File: config.mk
export PLATFORM = sky130hd
export DESIGN_NAME = ctc_bus_front
export DESIGN_NICKNAME = d
export VERILOG_FILES = /design/src/rtl/ctc_pkg.sv /design/src/rtl/ctc_bus_decode.sv /design/src/rtl/ctc_chan_regs.sv /design/src/rtl/ctc_int_chain.sv /design/src/rtl/ctc_bus_front.sv
export SDC_FILE = /design/constraint.sdc
export NUM_CORES = 1
export LEC_CHECK = 0
export BUFFER_PORTS_ARGS = -buffer_cell sky130_fd_sc_hd__buf_2
export CORE_MARGIN = 2
export CORE_UTILIZATION = 35
export CTS_BUF_LIST = sky130_fd_sc_hd__clkbuf_8
export DETAILED_ROUTE_END_ITERATION = 7
export RECOVER_POWER = 100
export SYNTH_ARGS = -nofsm -noshare
export SYNTH_HDL_FRONTEND = slang
export SYNTH_SLANG_ARGS = --single-unit
File: constraint.sdc
create_clock -name clk -period 1.44 [get_ports clk]
set_input_delay 0.072 -clock clk [delete_from_list [all_inputs] [get_ports clk]]
set_output_delay 0.072 -clock clk [all_outputs]
set_load 0.01 [all_outputs]
File: src/rtl/ctc_pkg.sv
// Package: shared constants and the decoded bus-cycle type for the
// counter/timer bus front end. Assumes an 8-bit bus and four channels
// by default.
package ctc_pkg;
    localparam int DW  = 8;
    localparam int NCH = 4;

    // One flag per recognised bus cycle; at most one is set at a time.
    typedef struct packed {
        logic wr;
        logic rd;
        logic ack;
    } bus_cyc_t;
endpackage

File: src/rtl/ctc_bus_decode.sv
// Module: ctc_bus_decode
// Purpose: turns the active-low bus strobes into write, read and
// acknowledge flags. There is no write pin: a write is an I/O request
// with chip enable while the read strobe is idle. Assumes the strobes
// are already synchronous to clk.
module ctc_bus_decode
    import ctc_pkg::*;
(
    input  logic     iorq_n,
    input  logic     ce_n,
    input  logic     rd_n,
    input  logic     m1_n,
    output bus_cyc_t cyc
);
    logic io_sel;

    // Decode the cycle type from the strobe combination.
    always_comb begin
        io_sel  = !iorq_n && !ce_n && m1_n;
        cyc.wr  = io_sel && rd_n;
        cyc.rd  = io_sel && !rd_n;
        cyc.ack = !iorq_n && !m1_n;
    end
endmodule

File: src/rtl/ctc_chan_regs.sv
// Module: ctc_chan_regs
// Purpose: holds the per-channel count registers, which stand in for
// the counter cores, and the shared vector base. An even write to
// channel 0 loads the base; every other write loads a count.
// Assumes a synchronous active-low reset.
module ctc_chan_regs #(
    parameter int DW  = 8,
    parameter int NCH = 4,
    localparam int CHW = $clog2(NCH),
    localparam int BW  = DW - 1 - CHW
) (
    input  logic           clk,
    input  logic           rst_n,
    input  logic           wr,
    input  logic [CHW-1:0] sel,
    input  logic [DW-1:0]  din,
    output logic [DW-1:0]  count_sel,
    output logic [BW-1:0]  vbase
);
    logic [DW-1:0] count_q [NCH];
    logic          base_wr;

    // Identify a vector-base write.
    always_comb base_wr = wr && (sel == '0) && !din[0];

    // Load the vector base on an even write to channel 0.
    always_ff @(posedge clk) begin
        if (!rst_n)       vbase <= '0;
        else if (base_wr) vbase <= din[DW-1:DW-BW];
    end

    // One count register per channel.
    for (genvar c = 0; c < NCH; c++) begin : g_cnt
        always_ff @(posedge clk) begin
            if (!rst_n)
                count_q[c] <= '0;
            else if (wr && !base_wr && (sel == CHW'(c)))
                count_q[c] <= din;
        end
    end

    // Return path for reads.
    always_comb count_sel = count_q[sel];

    // A base write must never disturb channel 0's count.
    p_base_keeps_count_r3: assert property (@(posedge clk) disable iff (!rst_n)
        base_wr |=> $stable(count_q[0]));
endmodule

File: src/rtl/ctc_int_chain.sv
// Module: ctc_int_chain
// Purpose: keeps the pending and under-service flags of each channel,
// runs the internal priority chain (channel 0 highest), picks the
// channel that answers an acknowledge and holds that choice while the
// acknowledge lasts. Assumes pulse inputs last one cycle and a
// synchronous active-low reset.
module ctc_int_chain #(
    parameter int NCH = 4,
    localparam int CHW = $clog2(NCH)
) (
    input  logic           clk,
    input  logic           rst_n,
    input  logic           ack,
    input  logic           ien_in,
    input  logic [NCH-1:0] irq_src,
    input  logic [NCH-1:0] clr_srv,
    output logic           irq_any,
    output logic           vec_hit,
    output logic [CHW-1:0] vec_ch,
    output logic           any_srv
);
    logic [NCH-1:0] pend_q, srv_q, elig, grant;
    logic           ack_d, ack_new, hit_q;
    logic [CHW-1:0] ch_q, win_ch;

    // Eligibility: pending, chain enabled, and no service at or above.
    always_comb begin
        logic blocked;
        blocked = 1'b0;
        for (int i = 0; i < NCH; i++) begin
            blocked = blocked | srv_q[i];
            elig[i] = pend_q[i] && ien_in && !blocked;
        end
    end

    // Priority pick of the lowest-index eligible channel.
    always_comb begin
        win_ch = '0;
        for (int i = NCH - 1; i >= 0; i--)
            if (elig[i]) win_ch = CHW'(i);
    end

    // Grant only on the first cycle of an acknowledge.
    always_comb begin
        ack_new = ack && !ack_d;
        grant   = '0;
        if (ack_new && |elig) grant[win_ch] = 1'b1;
    end

    // Pending flags: set by a source pulse, cleared by a grant.
    always_ff @(posedge clk) begin
        if (!rst_n) pend_q <= '0;
        else        pend_q <= (pend_q & ~grant) | irq_src;
    end

    // Service flags: set by a grant, cleared by the end-of-service pulse.
    always_ff @(posedge clk) begin
        if (!rst_n) srv_q <= '0;
        else        srv_q <= (srv_q | grant) & ~clr_srv;
    end

    // Remember the answered channel for the rest of the acknowledge.
    always_ff @(posedge clk) begin
        if (!rst_n) begin
            ack_d <= 1'b0;
            hit_q <= 1'b0;
            ch_q  <= '0;
        end else begin
            ack_d <= ack;
            if (ack_new) begin
                hit_q <= |elig;
                ch_q  <= win_ch;
            end else if (!ack) begin
                hit_q <= 1'b0;
            end
        end
    end

    // Outputs to the top level.
    always_comb begin
        irq_any = |elig;
        any_srv = |srv_q;
        vec_hit = ack && (ack_new ? |elig : hit_q);
        vec_ch  = ack_new ? win_ch : ch_q;
    end

    p_grant_onehot_r7: assert property (@(posedge clk) disable iff (!rst_n)
        $onehot0(grant));
    p_vec_held_r7: assert property (@(posedge clk) disable iff (!rst_n)
        (ack && ack_d && vec_hit) |-> $stable(vec_ch));
    p_grant_serviced_r9: assert property (@(posedge clk) disable iff (!rst_n)
        (|grant && !(|clr_srv)) |=> any_srv);
    p_no_grant_chain_off_r8: assert property (@(posedge clk) disable iff (!rst_n)
        !ien_in |-> (grant == '0));
endmodule

File: src/rtl/ctc_bus_front.sv
// Module: ctc_bus_front
// Purpose: top level of the counter/timer bus front end. It joins the
// strobe decoder, the channel registers and the interrupt chain, and it
// muxes read data or the vector onto the output bus. Assumes the bus
// inputs are synchronous to clk and a synchronous active-low reset.
module ctc_bus_front
    import ctc_pkg::*;
#(
    parameter int DW  = ctc_pkg::DW,
    parameter int NCH = ctc_pkg::NCH,
    localparam int CHW = $clog2(NCH),
    localparam int BW  = DW - 1 - CHW
) (
    input  logic           clk,
    input  logic           rst_n,
    input  logic           iorq_n,
    input  logic           ce_n,
    input  logic           rd_n,
    input  logic           m1_n,
    input  logic [CHW-1:0] sel,
    input  logic [DW-1:0]  data_in,
    output logic [DW-1:0]  data_out,
    output logic           data_oe,
    input  logic [NCH-1:0] irq_src,
    input  logic [NCH-1:0] clr_srv,
    input  logic           ien_in,
    output logic           ien_out,
    output logic           irq_n
);
    bus_cyc_t       cyc;
    logic [DW-1:0]  count_sel;
    logic [BW-1:0]  vbase;
    logic           irq_any, vec_hit, any_srv;
    logic [CHW-1:0] vec_ch;

    ctc_bus_decode u_dec (
        .iorq_n (iorq_n),
        .ce_n   (ce_n),
        .rd_n   (rd_n),
        .m1_n   (m1_n),
        .cyc    (cyc)
    );

    ctc_chan_regs #(.DW(DW), .NCH(NCH)) u_regs (
        .clk       (clk),
        .rst_n     (rst_n),
        .wr        (cyc.wr),
        .sel       (sel),
        .din       (data_in),
        .count_sel (count_sel),
        .vbase     (vbase)
    );

    ctc_int_chain #(.NCH(NCH)) u_int (
        .clk     (clk),
        .rst_n   (rst_n),
        .ack     (cyc.ack),
        .ien_in  (ien_in),
        .irq_src (irq_src),
        .clr_srv (clr_srv),
        .irq_any (irq_any),
        .vec_hit (vec_hit),
        .vec_ch  (vec_ch),
        .any_srv (any_srv)
    );

    // Bus output: the count on reads, otherwise the vector.
    always_comb begin
        data_out = cyc.rd ? count_sel : {vbase, vec_ch, 1'b0};
        data_oe  = cyc.rd || (cyc.ack && vec_hit);
    end

    // Daisy-chain and request outputs.
    always_comb begin
        ien_out = ien_in && !any_srv;
        irq_n   = !irq_any;
    end

    p_oe_valid_cycle_r5: assert property (@(posedge clk) disable iff (!rst_n)
        data_oe |-> (!iorq_n && ((!ce_n && !rd_n && m1_n) || !m1_n)));
    p_vector_lsb_r7: assert property (@(posedge clk) disable iff (!rst_n)
        (data_oe && !m1_n) |-> !data_out[0]);
    p_ieo_follows_iei_r11: assert property (@(posedge clk) disable iff (!rst_n)
        ien_out |-> ien_in);
    p_no_irq_chain_off_r6: assert property (@(posedge clk) disable iff (!rst_n)
        !ien_in |-> irq_n);
endmodule

Word-level counts from Yosys, hierarchy flattened
Memories as Yosys holds them, arrays and structs flattened.
Cells that the tools add are included.
W data, S select, Z words.
{"block": "word_totals", "ramBits": 32, "elab_cells": 98, "memories": 1, "reg_bits": 17, "inputBits": 25, "out_inout_bits": 11}
{"name": "u_regs.count_q", "words": 4, "width": 8, "read_ports": 1, "rd_ports_with_merged_regs": 0, "wr": 4, "line": "ctc_chan_regs.sv:20", "text": "logic [DW-1:0] count_q [NCH];"}
{"block": "classes", "n_mux": 29, "n_lt_le_gt_ge": 2, "eq_ne": 4, "bitwise": 13, "reduce_logical": 43}
{"cell": "$mux W8", "count": 5}
{"cell": "$logic_and A1 B1 Y1", "count": 26}
{"cell": "$mux W1", "count": 17}
{"cell": "$logic_not A1 Y1", "count": 13}
{"cell": "$mux W2", "count": 5}
{"cell": "$and A4 B4 Y4", "count": 2}
{"cell": "$not A4 Y4", "count": 2}
{"cell": "$or A4 B4 Y4", "count": 2}
{"cell": "$reduce_or A4 Y1", "count": 2}
{"cell": "$or A1 B1 Y1", "count": 7}
{"cell": "$eq A2 B2 Y1 const B", "count": 2}
{"cell": "$mux W4", "count": 1}
{"cell": "$lt A2 B3 Y1 const B", "count": 1}
{"cell": "$demux W1 S2", "count": 1}
{"cell": "$eq A2 B1 Y1 const B", "count": 1}
{"cell": "$ge A2 B1 Y1 const B", "count": 1}
{"cell": "$logic_not A2 Y1", "count": 1}
{"cell": "$ne A2 B2 Y1 const B", "count": 1}
{"cell": "$logic_or A1 B1 Y1", "count": 1}

Depth between registers and ports, before layout
Gate-level depths: netlist (run 1).
{"block": "depth", "word_depth": 17, "mapped_depth": 5}

Hierarchy
A second synthesis (run 1) with hierarchy kept.
{"block": "unflattened", "cells_unflattened": 199, "area_unflattened_um2": 2447.3}
{"module": "ctc_chan_regs", "area_each_um2": 1690.4, "seq_area_each_um2": 1061.0, "cells_each": 118, "n_inst": 1}
{"module": "ctc_int_chain", "area_each_um2": 583.1, "seq_area_each_um2": 240.2, "cells_each": 66, "n_inst": 1}
{"module": "ctc_bus_front", "area_each_um2": 142.6, "seq_area_each_um2": 0.0, "cells_each": 12, "n_inst": 1}
{"module": "ctc_bus_decode", "area_each_um2": 31.3, "seq_area_each_um2": 0.0, "cells_each": 3, "n_inst": 1}

Worst setup path before layout (run 1)
OpenSTA, ideal clock, no wires.
{"block": "synth_path", "path_kind": "in2reg", "startpoint": "input sel[1]", "endpoint": "memory u_regs.count_q[3][0] (enable)", "setup_slack_ps": -90, "arrival_ps": 1146, "setup_ps": 384, "path_stages": 3, "cell_sequence": "buf_1 > nand2_1 > o21ai_0"}
{"element": "from (decl)", "line": "ctc_bus_front.sv:20", "text": "input logic [CHW-1:0] sel,"}
{"element": "to (decl)", "line": "ctc_chan_regs.sv:20"}

Worst setup path after layout (run 1)
{"block": "layout_path", "startpoint": "register u_int.srv_q[1]", "endpoint": "output data_out[1]"}
{"block": "layout_via", "elab_chain_len": 11, "word_cells_on_any_way": 15, "cone_classes": "6 x mux; 3 x bitwise; 6 x reduce/logical"}
{"element": "from (decl)", "line": "ctc_int_chain.sv:22", "text": "logic [NCH-1:0] pend_q, srv_q, elig, grant;"}
{"element": "from (signal assigned)", "line": "ctc_int_chain.sv:59", "text": "else srv_q <= (srv_q | grant) & ~clr_srv;"}
{"element": "$or A1 B1 Y1 (*)", "line": "ctc_int_chain.sv:31", "text": "blocked = blocked | srv_q[i];"}
{"element": "$or A1 B1 Y1 (2 in a row)", "line": "ctc_int_chain.sv:31"}
{"element": "$logic_not A1 Y1", "line": "ctc_int_chain.sv:32", "text": "elig[i] = pend_q[i] && ien_in && !blocked;"}
{"element": "$logic_and A1 B1 Y1", "line": "ctc_int_chain.sv:32"}
{"element": "$mux W2 (2 in a row)", "line": "ctc_int_chain.sv:40", "text": "if (elig[i]) win_ch = CHW'(i);"}
{"element": "$mux W2 (*) (2 in a row)", "line": "ctc_int_chain.sv:40"}
{"element": "$mux W2 (*)", "line": "ctc_int_chain.sv:84", "text": "vec_ch = ack_new ? win_ch : ch_q;"}
{"element": "$mux W8 (*)", "line": "ctc_bus_front.sv:69", "text": "data_out = cyc.rd ? count_sel : {vbase, vec_ch, 1'b0};"}
{"element": "to (decl)", "line": "ctc_bus_front.sv:22", "text": "output logic [DW-1:0] data_out,"}
Mark *: on every way between the ends. The rest lies on a longest branch, timed or not.

==> results of run 1 <==
## layout make-up
type                            count  share of cell area
Sequential cell                    49               0.432
Clock buffer                        6              0.0273
Multi-Input combinational cell    122               0.332
Timing Repair Buffer               73               0.161
Inverter                            3             0.00372
Clock inverter                      2              0.0124
Tap cell                           77              0.0318
## sequential cells by signal, indices dropped and copies added, names as in the netlist
| register | count |
|---|---|
| u_int.srv_q | 4 |
| u_int.hit_q | 1 |
| u_int.ch_q | 2 |
| u_int.pend_q | 4 |
| u_regs.vbase | 5 |
| u_regs.count_q | 32 |
| u_int.ack_d | 1 |
## tightest hold or removal path: stages
cell	delay, ns
sky130_fd_sc_hd__buf_2	0.07
sky130_fd_sc_hd__inv_1	0.03
sky130_fd_sc_hd__o211a_1	0.11
## cell families (layout without fill, tap and decap cells)
| logic type | after synthesis | in the layout | synth area share |
|---|---|---|---|
| simple gates | 83 | 83 | 0.223 |
| compound gates | 19 | 19 | 0.0534 |
| flops | 49 | 49 | 0.567 |
| buf+inv | 9 | 84 | 0.0191 |
| mux | 20 | 20 | 0.137 |
## what timing repair did
action,CTS,global route
endpoints found under the setup margin,15,17
hold endpoints to repair,5,1
setup buffers,2,2
hold buffers,5,1
pin swaps,4,2
gates resized for setup,22,9
## path summary, 6_finish.rpt
| path | start | end | cells after the start |
|---|---|---|---|
| max reg2reg | u_int.srv_q[1] | u_int.srv_q[3] | 6 |
| min reg2reg | u_int.pend_q[3] | u_int.pend_q[3] | 2 |
| min | clr_srv[3] | u_int.srv_q[3] | 3 |
| max | u_int.srv_q[1] | data_out[1] | 5 |
## stage by stage
step,TNS [ns],total power [mW],setup WS [ns],hold WS (ns),util
after floorplan,0,1.77,0.0163,0.151,-
after global placement,-0.459,1.92,-0.0839,0.261,0.433
after detailed placement,-0.525,1.93,-0.0703,0.255,0.433
after CTS,-2.56,2.99,-0.362,0.00347,0.478
after global routing,-3.90,3.10,-0.423,0.00944,0.477
final,-2.87,2.96,-0.368,0.0166,0.477
## report_power, final
group	leakage (nW)	internal [mW]	switching [mW]	total, mW
Combinational	0.759	0.186	0.174	0.360
Clock	0.0574	0.565	0.451	1.02
Sequential	0.446	1.56	0.0233	1.58
Total	1.26	2.31	0.648	2.96
## synth_stat cells
cell / instances
sky130_fd_sc_hd__inv_1: 3
sky130_fd_sc_hd__and2b_2: 1
sky130_fd_sc_hd__or3_2: 1
sky130_fd_sc_hd__nor3_1: 6
sky130_fd_sc_hd__nor4b_1: 1
sky130_fd_sc_hd__nor3b_2: 1
sky130_fd_sc_hd__nor2_2: 4
sky130_fd_sc_hd__a211oi_1: 1
sky130_fd_sc_hd__mux2_4: 2
sky130_fd_sc_hd__clkbuf_1: 2
sky130_fd_sc_hd__nand4bb_1: 1
sky130_fd_sc_hd__o21ai_0: 8
sky130_fd_sc_hd__o22ai_2: 1
sky130_fd_sc_hd__mux2_1: 4
sky130_fd_sc_hd__or4_1: 1
sky130_fd_sc_hd__o21ai_1: 1
sky130_fd_sc_hd__nor2_1: 11
sky130_fd_sc_hd__buf_1: 1
sky130_fd_sc_hd__buf_2: 2
sky130_fd_sc_hd__nand4bb_4: 1
sky130_fd_sc_hd__or2_2: 1
sky130_fd_sc_hd__nor3b_1: 1
sky130_fd_sc_hd__edfxtp_1: 32
sky130_fd_sc_hd__nor2b_1: 3
sky130_fd_sc_hd__o21a_1: 1
sky130_fd_sc_hd__o41ai_1: 1
sky130_fd_sc_hd__and2_1: 32
sky130_fd_sc_hd__nand2_1: 10
sky130_fd_sc_hd__or4b_1: 3
sky130_fd_sc_hd__a31oi_1: 1
sky130_fd_sc_hd__nand3b_1: 1
sky130_fd_sc_hd__a21oi_1: 3
sky130_fd_sc_hd__nand2b_1: 4
sky130_fd_sc_hd__mux4_2: 8
sky130_fd_sc_hd__o211a_1: 2
sky130_fd_sc_hd__buf_6: 1
sky130_fd_sc_hd__dfxtp_1: 17
sky130_fd_sc_hd__mux2i_1: 6
## per-layer routing
layer / vias up / GRT usage / part of all wire
met3: 6 / 0.0457 / 0.057
li1: 802 / - / -
met4: 0 / 0.0260 / 0.0072
met1: 774 / 0.198 / 0.43
met5: - / 0 / 0
met2: 43 / 0.260 / 0.50
==> impl_summary.md, run 1 <==
Global routing
The first global-routing pass estimated 8360 microns of wire. The via count of the first global-routing pass is 1637. The initial antenna violation count is 0.

The total routing usage reported by global routing is 0.154. Entering global routing, the biggest net connects 16 pins. Summed over all layers, the global routing overflow is 0.

Synth
In the post-synthesis netlist, the biggest area contributors are sky130_fd_sc_hd__edfxtp_1 42%, sky130_fd_sc_hd__dfxtp_1 15%, sky130_fd_sc_hd__and2_1 8.7%, sky130_fd_sc_hd__mux4_2 7.8%, sky130_fd_sc_hd__mux2i_1 2.6%. The synthesized netlist contains 38 unique library cells. The total of warnings raised by yosys is 0. The number of standard cells after synthesis is 180. The share of synthesized area in the top cell type comes to 0.419. The mapped cell area is 2300 sq um. The part of the Yosys area used for sequential elements is 0.567. The net count after synthesis is 205. Dividing the synthesized area by the synthesized cell count gives 12.8 sq um. The library cell occupying the most area in the post-synthesis netlist is sky130_fd_sc_hd__edfxtp_1. The count of state elements after synthesis is 49.

Worst setup path
The biggest cell delay along the critical path is 0.56 ns. The type of element launching the critical path is a flop. The worst setup path is of the reg -> out kind. The slowest stage of the critical path belongs to the cell sky130_fd_sc_hd__or4b_4. The number of buffers and inverters on the critical path is 1.

The required time reported for the critical path endpoint is 1.37 ns. Data on the critical path arrives at its endpoint at 1.74 ns. The worst register-to-register path has a setup slack of -0.24 ns. The dominant delay contributor by cell family on the critical path is simple AND/OR/NAND/NOR gates. STA classifies the critical path endpoint as an output pin. Of all nets on the critical path, the largest fanout is 3. The signal on the critical path passes through or4b_4 -> o22ai_4 -> mux2i_1 -> a21oi_1 -> buf_2.

Layout
After filler insertion, the fill cell instance count of the layout stands at 585. The number of nets in the layout is 279. The area of the multi-input gates is 1000 sq um. The ratio of cells with drive above 1 in the final layout is 0.400.

The most common library cell in the layout ignoring fill and taps is sky130_fd_sc_hd__edfxtp_1. The count of inserted antenna diode cells is 0. The register area is 1310 sq um. For this run, the number of standard cells in the final layout without fillers is 332. In the layout the commonest cells are 32 x sky130_fd_sc_hd__edfxtp_1, 27 x sky130_fd_sc_hd__buf_2, 21 x sky130_fd_sc_hd__and2_1. The final instance area is 3030 sq um.

Relative to the synthesized area, the layout overhead comes to 31.8%.

Floorplanning
The boundary pin count is 36. The chip width is 85.0 microns. The starting density of the core is 0.362. The die covers 7220 sq um. The die span in y is 85.0 microns. The placeable core region is 6350 sq um. After floorplanning, the core was divided into 29 placement rows.

Route
In the routed layout, each cell is associated on average with a via count of 4.89. The total number of vias is 1625. The residual DRC count is 0. The initial DRC count is 63. Summed over all layers, the routed wires come to 5310 microns. The detail route stage leaves a number of antenna-violating nets equal to 0. The first detailed-routing pass ran for 4 iterations. After detailed routing, the average wire length per cell comes to 16.0 microns.

Timing
The number of max-slew violations in the final report is 0. The final setup violation count is 16. The clock skew after layout is 0.00453 ns. The number of endpoints with negative hold slack in the final report is 0. The post-route fraction of the period consumed by the critical path is 1.26. For the pin with the worst max-slew slack, the measured transition is 0.621 ns. After layout, the minimum clock period comes to 1.81 ns. Setup repair after global routing could not meet its margin everywhere. Across all setup checks in the final design, the least slack found is -0.368 ns. Headroom to the max-slew limit came out at 0.586.

Based on the critical path, the design can be clocked at up to 553 MHz.

Place
The congestion estimate from routability-driven global placement came to 0.808. The number of placed instances, taps included is 314. Buffers placed on the I/O ports in this run total 35. The post-detailed-placement half-perimeter wirelength is 3630 microns. The total placed instance area is 2750 sq um.

Outcome
The run finished, with violations left. The final reports fail on negative setup slack.

Clock network
The number of buffers on the longest clock path is 2. Clock-pin slew was measured on the worst setup and hold paths at 0.09 ns. For this design, the sink count on the clock tree is 49. TritonCTS built the clock tree. At the later pin of the worst-skew pair, clock insertion delay measures 0.29 ns.

The H-tree was split into 2 levels. The number of buffers inserted during clock tree synthesis is 5. CTS placed an instance of sky130_fd_sc_hd__clkbuf_8 at the clock tree root.

Power
The reported leakage power is 1.26 nW. The power per cell area is 977 nW/um^2. Across the VDD grid, the largest voltage drop is 0.000591 V.

Worst hold path
The class of the tightest hold or removal check is in -> reg.

Job
The max capacitance violation total is 0.
Power figures use the tool's default switching activity.
==> inputs of run 2 (changes only) <==
--- a/config.mk
+++ b/config.mk
@@ -5,6 +5,7 @@
 export SDC_FILE = /design/constraint.sdc
 export NUM_CORES = 1
 export LEC_CHECK = 0
+export ABC_CLOCK_PERIOD_IN_PS = 1600
 export BUFFER_PORTS_ARGS = -buffer_cell sky130_fd_sc_hd__buf_2
 export CORE_MARGIN = 2
 export CORE_UTILIZATION = 35
==> constraint.sdc (replaced) <==
create_clock -name clk -period 1.6 [get_ports clk]
set_input_delay 0.08 -clock clk [delete_from_list [all_inputs] [get_ports clk]]
set_output_delay 0.08 -clock clk [all_outputs]
set_load 0.01 [all_outputs]
==> run 2 against run 1 <==
Against the previous run: the flow still finishes with violations (negative setup slack); critical path depth unchanged; sequential share of layout area grew 1.9 points; non-clock buffer count fell by 8; highest routed layer unchanged; combinational power decreased by 14%; count of clock-buffer cells in the layout is 1 lower; register-to-register slack better by 0.13 ns; worst setup slack improved by 0.15 ns; wire length up 1.5%.
==> impl_summary.md, run 2 (synthesis results as in run 1) <==
Outcome
The flow ran to the end, but the final reports show violations. The final reports fail on negative setup slack.

Clock network
Buffers inserted during clock tree synthesis total 5. The root buffer cell chosen for the clock tree is sky130_fd_sc_hd__clkbuf_8. The clock passes through at most 2 buffers. For this design, the sink count on the clock tree is 49.

The worst-skew pair later-pin latency is 0.30 ns. In this run the number of H-tree levels came out at 2. The TritonCTS clock tree is built. The clock-pin slew on the worst setup and hold paths is 0.09 ns.

Worst setup path
The count of buffering cells on the critical path with inverters included is 1. The cell with the biggest individual delay on the critical path is sky130_fd_sc_hd__or4b_4. The critical path is of the reg -> out type. The biggest cell delay along the critical path is 0.55 ns. The dominant delay contributor by cell family on the critical path is simple AND/OR/NAND/NOR gates. At the worst endpoint, the arrival time is 1.74 ns. The largest driver fanout on the critical path is 3.

The critical path goes through or4b_4 -> o22ai_4 -> mux2i_1 -> a21oi_1 -> buf_2. The required time reported for the critical path endpoint is 1.52 ns. The worst setup path is launched from a flop.

The worst setup path is captured at an output pin.

Layout
Leaving out fill and tap cells, the most frequent cells in the layout are 32 x sky130_fd_sc_hd__edfxtp_1, 25 x sky130_fd_sc_hd__buf_2, 16 x sky130_fd_sc_hd__and2_0, 16 x sky130_fd_sc_hd__and2_1, 14 x sky130_fd_sc_hd__dfxtp_1. The final layout contains 271 nets. The largest registers in the layout are u_regs.count_q x32, u_regs.vbase x5. The count of inserted antenna diode cells is 0.

Counting the fill cells in the layout gives 596. u_regs.count_q holds more flip-flops than any other register. Compared with the post-synthesis result, the final layout area differs by 26.4%.

The flip-flop count of the largest register after layout is 32. The multi-input combinational cells in the finished layout cover a total of 993 sq um. Across the whole layout, storage elements account for 1310 sq um. The ratio of cells with drive above 1 in the final layout is 0.336.

The most common library cell in the layout ignoring fill and taps is sky130_fd_sc_hd__edfxtp_1.

Timing
The worst-margin pin slew is 0.574 ns. The clock arrives with 0.00555 ns of skew. After routing, the total negative slack on setup checks comes to -0.727 ns. The achievable frequency is 549 MHz. The number of endpoints with negative hold slack in the final report was 0.

The final setup slack of the worst path is -0.222 ns. In this run the tightest slew margin relative to its limit is 0.617. Setup repair after global routing could not meet its margin everywhere.

The number of max-slew violations in the final report is 0. The smallest clock period supported by the final layout is computed as 1.82 ns. Setup violations remaining at the end of the flow were counted as 10. Of the available clock period, the critical path in the final layout requires 1.14. On the final layout, the worst hold slack is 0.00882 ns.

Floorplanning
The placeable core region is 6350 sq um. The total die area is 7220 sq um. The die is 85.0 microns tall. In this run the horizontal extent of the chip is 85.0 microns. For this configuration, the core starts out at a cell density of 0.362.

In this run the count of I/O pins placed on the die edge is 36. The floorplan row count is 29.

Power
The worst-case IR drop observed on VDD is 0.000398 V. Dividing total power by cell area gives a power density of 833 nW/um^2. The power after layout is 2.42 mW.

The reported leakage power is 1.18 nW.

Global routing
The wire length of the first global-routing pass is 8630 microns. The total congestion overflow is 0. The via count of the first global-routing pass is 1746. Entering global routing, the biggest net connects 14 pins. The total routing usage reported by global routing is 0.157. The initial antenna violation count was 0.

Route
The detail route stage leaves a number of antenna-violating nets equal to 0. In the final routed layout, each cell accounts on average for 16.6 microns. Summed over all layers, the routed wires come to 5390 microns. Before antenna repair, the detailed router went through 4 iterations. Dividing the detail-routed via count by the number of cells gives 4.98.

The routed layout has 1613 vias. The residual DRC count is 0. The initial DRC count is 88.

Worst hold path
The class of the tightest hold or removal check is in -> reg.

Job
The max capacitance violation total is 0.

Place
Detailed placement finished with a half-perimeter wire length of 3660 microns. The number of port buffers is 35. The global placer's final weighted congestion is 0.746.
[run 2: path summary, 6_finish.rpt]
kind,start,endpoint,slack (ns),cells after the start
setup / recovery,u_int.srv_q[2],data_out[1],-0.22,5
hold / removal,irq_src[1],u_int.pend_q[1],0.009,3
setup reg to reg,u_int.srv_q[2],u_int.srv_q[3],-0.11,7
hold reg to reg,u_int.pend_q[3],u_int.pend_q[3],0.50,2
[run 2: what timing repair did]
item / in CTS / in global routing
endpoints found under the hold margin: 4 / 0
setup buffers: 4 / 1
hold buffers: 4 / 0
pin swaps: 6 / 4
endpoints found under the setup margin: 8 / 13
resized for setup: 15 / 16
[run 2: worst reg2reg max path: stages, from the launching register on]
cell	delay [ns]
sky130_fd_sc_hd__dfxtp_2	0.34
sky130_fd_sc_hd__or4b_4	0.55
sky130_fd_sc_hd__o22ai_4	0.11
sky130_fd_sc_hd__buf_4	0.13
sky130_fd_sc_hd__buf_6	0.08
sky130_fd_sc_hd__buf_6	0.08
sky130_fd_sc_hd__nor3b_4	0.19
sky130_fd_sc_hd__o211a_1	0.15
[run 2: through the flow]
step / setup WS, ns / cells / area (sq um) / utilization
6_report: -0.222 / 324 / 2900 / 0.457
4_1_cts: -0.214 / 323 / 2900 / 0.457
5_1_grt: -0.315 / 324 / 2900 / 0.457
2_1_floorplan: 0.0623 / 180 / 2300 / -
3_5_place_dp: 0.0508 / 307 / 2690 / 0.424
3_3_place_gp: 0.0421 / 307 / 2690 / 0.424
[run 2: per-layer routing]
| layer | global-route usage | routed length, microns |
|---|---|---|
| met2 | 0.265 | 2760 |
| met5 | 0 | 0 |
| met3 | 0.0370 | 245 |
| met4 | 0.0433 | 31 |
| met1 | 0.203 | 2360 |
[run 2: final cells by class]
class	instances	area share
clock inverters	3	0.00388
flip-flops and latches	49	0.451
multi-input cells	122	0.342
repair buffers	65	0.142
inverters	3	0.00388
well taps	77	0.0332
clock buffers	5	0.0237
[run 2: report_power, final]
group | leakage (nW) | internal (mW) | switching, mW
combinational | 0.686 | 0.157 | 0.154
clock | 0.0519 | 0.293 | 0.393
sequential | 0.445 | 1.40 | 0.0202
